<file path="src/rtl/cbr_test_seq.sv">
module cbr_test_seq #(
  parameter int AW = 9,
  parameter int DW = 16,
  parameter int INIT_CYC = 8,
  parameter int STEP_CLKS = 2,
  parameter logic [AW-1:0] COL = 'h0A5
) (
  input  logic          clk,
  input  logic          rst,
  input  logic          start,
  output logic          done,
  output logic          pass,
  output logic          fail,
  output logic [AW-1:0] fail_row,
  output logic [1:0]    fail_phase,
  output logic          fail_pass,
  output logic          ras_n,
  output logic          cas_n,
  output logic          we_n,
  output logic          oe_n,
  output logic [AW-1:0] addr,
  output logic [DW-1:0] dq_out,
  output logic          dq_oe,
  input  logic [DW-1:0] dq_in
);

  localparam int TW = (STEP_CLKS > 1) ? $clog2(STEP_CLKS) : 1;
  localparam logic [AW-1:0] INIT_LAST = AW'(INIT_CYC - 1);

  typedef enum logic [2:0] {S_IDLE, S_INIT, S_PA, S_PBR, S_PBW, S_PC, S_DONE} state_t;

  state_t        st;
  logic [2:0]    step;
  logic [TW-1:0] tick;
  logic [AW-1:0] idx;
  logic          second;

  wire running   = (st == S_INIT) || (st == S_PA) || (st == S_PBR) || (st == S_PBW) || (st == S_PC);
  wire ror_op    = (st == S_INIT);
  wire cbr_op    = (st == S_PA) || (st == S_PC);
  wire wr_op     = (st == S_PA) || (st == S_PBW);
  wire rd_op     = (st == S_PBR) || (st == S_PC);
  wire last_tick = (tick == TW'(STEP_CLKS - 1));
  wire end_op    = running && last_tick && (step == 3'd5);
  wire sample    = running && rd_op && last_tick && (step == 3'd4);
  wire row_win   = (step >= 3'd1) && (step <= 3'd4);
  wire dat_win   = (step >= 3'd2) && (step <= 3'd4);
  wire col_win   = (step == 3'd3) || (step == 3'd4);

  wire [DW-1:0] tv     = {DW{second}};
  wire [DW-1:0] exp_rd = (st == S_PC) ? ~tv : tv;

  assign done   = (st == S_DONE);
  assign pass   = done && !fail;
  assign ras_n  = !(running && row_win);
  assign cas_n  = !(running && !ror_op && (col_win || (cbr_op && step <= 3'd1)));
  assign we_n   = !(running && wr_op && dat_win);
  assign oe_n   = !(running && rd_op && col_win);
  assign dq_oe  = running && wr_op && dat_win;
  assign dq_out = dq_oe ? ((st == S_PA) ? tv : ~tv) : '0;
  assign addr   = !running ? '0 : (ror_op || (!cbr_op && step < 3'd2)) ? idx : COL;

  always_ff @(posedge clk) begin
    if (rst) begin
      st         <= S_IDLE;
      step       <= 3'd0;
      tick       <= '0;
      idx        <= '0;
      second     <= 1'b0;
      fail       <= 1'b0;
      fail_row   <= '0;
      fail_phase <= 2'd0;
      fail_pass  <= 1'b0;
    end else if (!running) begin
      if (start) begin
        st         <= S_INIT;
        step       <= 3'd0;
        tick       <= '0;
        idx        <= '0;
        second     <= 1'b0;
        fail       <= 1'b0;
        fail_row   <= '0;
        fail_phase <= 2'd0;
        fail_pass  <= 1'b0;
      end
    end else begin
      tick <= last_tick ? '0 : tick + TW'(1);
      if (last_tick) step <= (step == 3'd5) ? 3'd0 : step + 3'd1;
      if (sample && (dq_in != exp_rd) && !fail) begin
        fail       <= 1'b1;
        fail_row   <= idx;
        fail_phase <= (st == S_PC) ? 2'd2 : 2'd1;
        fail_pass  <= second;
      end
      if (end_op) begin
        case (st)
          S_INIT: begin
            idx <= (idx == INIT_LAST) ? '0 : idx + AW'(1);
            if (idx == INIT_LAST) st <= S_PA;
          end
          S_PA: begin
            idx <= idx + AW'(1);
            if (&idx) st <= S_PBR;
          end
          S_PBR: st <= S_PBW;
          S_PBW: begin
            idx <= idx + AW'(1);
            st  <= (&idx) ? S_PC : S_PBR;
          end
          S_PC: begin
            idx <= idx + AW'(1);
            if (&idx) begin
              if (second) st <= S_DONE;
              else begin
                second <= 1'b1;
                st     <= S_PA;
              end
            end
          end
          default: st <= S_IDLE;
        endcase
      end
    end
  end


  cas_first_chk: assert property (@(posedge clk) disable iff (rst)
    ($fell(ras_n) && cbr_op) |-> !cas_n);


  ras_only_chk: assert property (@(posedge clk) disable iff (rst)
    ($fell(ras_n) && ror_op) |-> cas_n);


  drive_chk: assert property (@(posedge clk) disable iff (rst)
    dq_oe |-> (!we_n && oe_n));


  we_oe_chk: assert property (@(posedge clk) disable iff (rst)
    !we_n |-> oe_n);


  sticky_chk: assert property (@(posedge clk) disable iff (rst)
    (fail && running) |=> (fail && $stable(fail_row) && $stable(fail_phase) && $stable(fail_pass)));


  busy_start_chk: assert property (@(posedge clk) disable iff (rst)
    (running && start && !end_op) |=> ($stable(st) && $stable(idx)));


  rd_then_wr_chk: assert property (@(posedge clk) disable iff (rst)
    (st == S_PBR && end_op) |=> (st == S_PBW && $stable(idx)));


  done_idle_chk: assert property (@(posedge clk) disable iff (rst)
    done |-> (ras_n && cas_n && we_n && oe_n && !dq_oe));

endmodule

</file>
<file path="config.mk">
export PLATFORM = sky130hd
export DESIGN_NAME = cbr_test_seq
export DESIGN_NICKNAME = d
export VERILOG_FILES = /design/src/rtl/cbr_test_seq.sv
export SDC_FILE = /design/constraint.sdc
export NUM_CORES = 1
export LEC_CHECK = 0
export CAP_MARGIN = 20
export CORE_MARGIN = 3
export CORE_UTILIZATION = 40
export CTS_CLUSTER_SIZE = 8
export DETAILED_ROUTE_END_ITERATION = 10
export PLACE_DENSITY_LB_ADDON = 0.2
export SYNTH_ARGS = -nofsm -noshare
export SYNTH_HDL_FRONTEND = slang
export SYNTH_SLANG_ARGS = --single-unit
</file>
<file path="constraint.sdc">
create_clock -name clk -period 6.25 [get_ports clk]
set_input_delay 0.9375 -clock clk [delete_from_list [all_inputs] [get_ports clk]]
set_output_delay 0.9375 -clock clk [all_outputs]
set_load 0.1 [all_outputs]
</file>
==> impl_metrics.toml <==
[grt]
grt_use_total_pct = 17.5
grt_max_degree = 20
antenna_found_initial = 0
grt_pass1_vias = 1804
grt_pass1_wl_microns = 8450
overflow = 0

[clock_network]
clockRootBuffer = "clkbuf_8"
h-tree-depth = 2
cts.repair.resized = 0
clk_pin_slew_worst_paths_ns = 0.07
cts_setup_buffers = 0
cts_tree = "done"
cts_buffers = 5
ctsHoldBuffers = 0
clock_latency_ns = 0.29
clockBufferDepth = 2
cts_sinks = 30

[pwr]
power_switching_w = 0.000168
p_int_w = 0.000410
p_clk_share_pct = 43.2
total_power_w = 0.000577
comb_power_share_pct = 20.6
switching_share_pct = 29.0
p_leak_nw = 1.02
seq_power_share_pct = 36.2
ir_worst_vdd_v = 0.000145
power.density_mw_per_mm2 = 216

[drt]
viasPerCell = 5.14
route.detailed.drc = 0
dr.pass1.iters = 4
wirelength_microns = 4990
wire_per_inst_microns = 13.4
via_count = 1918
drtIter0Drc = 119
ant_nets = 0

[final_layout]
final_core_util_pct = 56.0
syn_to_final_growth_pct = 32.7
drive_gt1_share_pct = 5.56
multi_input_area_sq_mm = 0.00119
regArea_sq_um = 601
nNetsFinal = 327
antenna_cells = 0
nFillCells = 470

[sta]
min_period_ns = 4.38
hold_viol_final = 0
period_share_pct = 70.0
fin_tns_setup_ns = 0
worst_pin_slew_ns = 0.994
max_freq_mhz = 228
relSlewSlack_pct = 33.6
setup_viol = 0
slew_viol_final = 0
timing.hold.ws_ns = 0.458
finalClockSkew_ns = 0.00728
rsz0062_at_grt = "no"

[floorplan]
core_region_area_sq_mm = 0.00479
die_y_microns = 77.0
rows = 25
start_util_pct = 42.2
die_area_sq_mm = 0.00593
io_pins = 64
die_w_microns = 77.0

[worst_setup_path]
critPathMaxStageDelay_ns = 1.27
cp-start-kind = "flop"
crit_type = "reg -> out"
required_ns = 5.31
crit_start = "st[1]$_SDFFE_PP0P_"
cp.depth = 4
crit_family = "buffers and inverters"
crit_buf_inv = 1
arrival_ns = 3.44
reg2reg_to = "fail_row[7]$_SDFFE_PP0P_"
end_kind = "output port"
timing.rr.start = "st[0]$_SDFFE_PP0P_"
crit_chain = "or3b_1, xnor2_1, nor2_1, clkdlybuf4s50_1"
crit_fanout = 17
r2r_cells = 8
worst-r2r-setup-slack_ns = 3.68
cp_slowest_cell = "clkdlybuf4s50_1"
cp-endpoint = "dq_out[11]"

[synth]
synth_top_area_cell = "dfxtp_1"
synth_cell_types = 51
yosys.area_share.adder_pct = 1.86
synth_top_family_by_area = "simple AND/OR/NAND/NOR gates"
ys_seq_area_share_pct = 29.8
synth_xor_area_share_pct = 0.868
yosys.area_share.simple_pct = 30.5
async_flop_share_pct = 0
synth_edf_count = 0
syn_area_sq_mm = 0.00202
ys.flop_type = "dfxtp_1"
syn_area_per_cell_sq_um = 7.62
synthMuxAreaShare_pct = 7.01
syn-instance-count = 265
ys_seq_elements = 30
yosys_warnings = 0
synth-compound-area-share_pct = 18.8
synth_most_common_cell = "nand2_1"
synth_area_leaders = "dfxtp_1 30%, nand2_1 8.4%, mux2i_1 6.4%"
synth_nets = 287
netlist.area_leader.share_pct = 29.8
synth_common_cells = "45 x nand2_1, 30 x dfxtp_1, 27 x nor2_1"

[placement]
dp_hpwl_microns = 3790
finalWeightedCongestion = 0.863
port_buffers = 63

[hold_path]
hold_class = "reg -> reg"

[job]
drv_cap = 0

[status]
outcome = "finished clean"
==> worst min path at each step <==
stage                                   from                  endpoint  slack [ns]  cells after the start
floorplan                idx[8]$_SDFFE_PP0P_  fail_row[8]$_SDFFE_PP0P_        0.47                      2
global placement    fail_row[5]$_SDFFE_PP0P_  fail_row[5]$_SDFFE_PP0P_        0.44                      2
detailed placement  fail_row[5]$_SDFFE_PP0P_  fail_row[5]$_SDFFE_PP0P_        0.45                      2
CTS                 fail_row[5]$_SDFFE_PP0P_  fail_row[5]$_SDFFE_PP0P_        0.46                      2
global route        fail_row[5]$_SDFFE_PP0P_  fail_row[5]$_SDFFE_PP0P_        0.48                      2
finish              fail_row[5]$_SDFFE_PP0P_  fail_row[5]$_SDFFE_PP0P_        0.46                      2
==> placed cells by master, fill, tap and decap left out, types with 4 or more instances in the layout <==
| cell | netlist | routed |
|---|---|---|
| nor3_1 | 6 | 6 |
| inv_1 | 6 | 6 |
| nor2b_1 | 6 | 6 |
| nand2b_1 | 4 | 4 |
| and2_1 | 10 | 10 |
| dfxtp_1 | 30 | 30 |
| clkbuf_8 | 0 | 6 |
| o21ai_0 | 8 | 8 |
| mux2i_1 | 13 | 13 |
| a21oi_1 | 10 | 10 |
| nor2_1 | 27 | 27 |
| nand2_1 | 45 | 45 |
| clkdlybuf4s50_1 | 0 | 63 |
| nand3_1 | 14 | 14 |
==> area by class of cell <==
| class | count | share of cell area, % |
|---|---|---|
| Multi-Input combinational cell | 198 | 44.5 |
| Inverter | 6 | 0.841 |
| Timing Repair Buffer | 64 | 23.8 |
| Clock buffer | 6 | 3.08 |
| Sequential cell | 30 | 22.4 |
| Clock inverter | 2 | 2.24 |
| Tap cell | 67 | 3.13 |
==> sequential cells by signal, indices dropped and copies added, names as in the netlist, 2 cells and up <==
name / cells
fail_row: 9
idx: 9
st: 3
step: 3
fail_phase: 2
==> kinds of logic after synthesis <==
kind of cell    count (synthesis)
xor+xnor                        2
flops                          30
buf+inv                        37
compound gates                 50
fa+ha+maj                       3
mux                            14
simple gates                  129
==> stage by stage <==
step	instances	worst slack (ns)	instance area [sq um]
2_1_floorplan	265	1.58	2020
3_3_place_gp	365	2.21	2540
3_5_place_dp	365	2.13	2540
4_1_cts	373	1.83	2680
5_1_grt	373	1.59	2680
6_report	373	1.87	2680
==> worst register-to-register path, stage by stage, from the launching register on <==
cell and delay, ns:
dfxtp_1 0.57, nor2b_1 0.30, and2_1 0.24, ha_1 0.30
nor4_1 0.21, a31oi_1 0.13, o2111ai_1 0.26, buf_4 0.29
mux2i_1 0.21
==> power by group through the flow <==
stage,clock [W],sequential [W],combinational [W]
finish,0.000249,0.000209,0.000119
global route,0.000266,0.000211,0.000132
CTS,0.000254,0.000209,0.000119
detailed placement,0,0.000213,0.000119
global placement,0,0.000213,0.000119
floorplan,0,0.000204,0.000102
==> routing by layer <==
metal	global-route usage, %	up-vias	routed length, microns
li1	-	991	-
met4	6.05	0	62
met1	22.4	858	2350
met3	6.92	5	435
met2	26.7	64	2130
met5	0	-	0
Power figures use the tool's default switching activity.
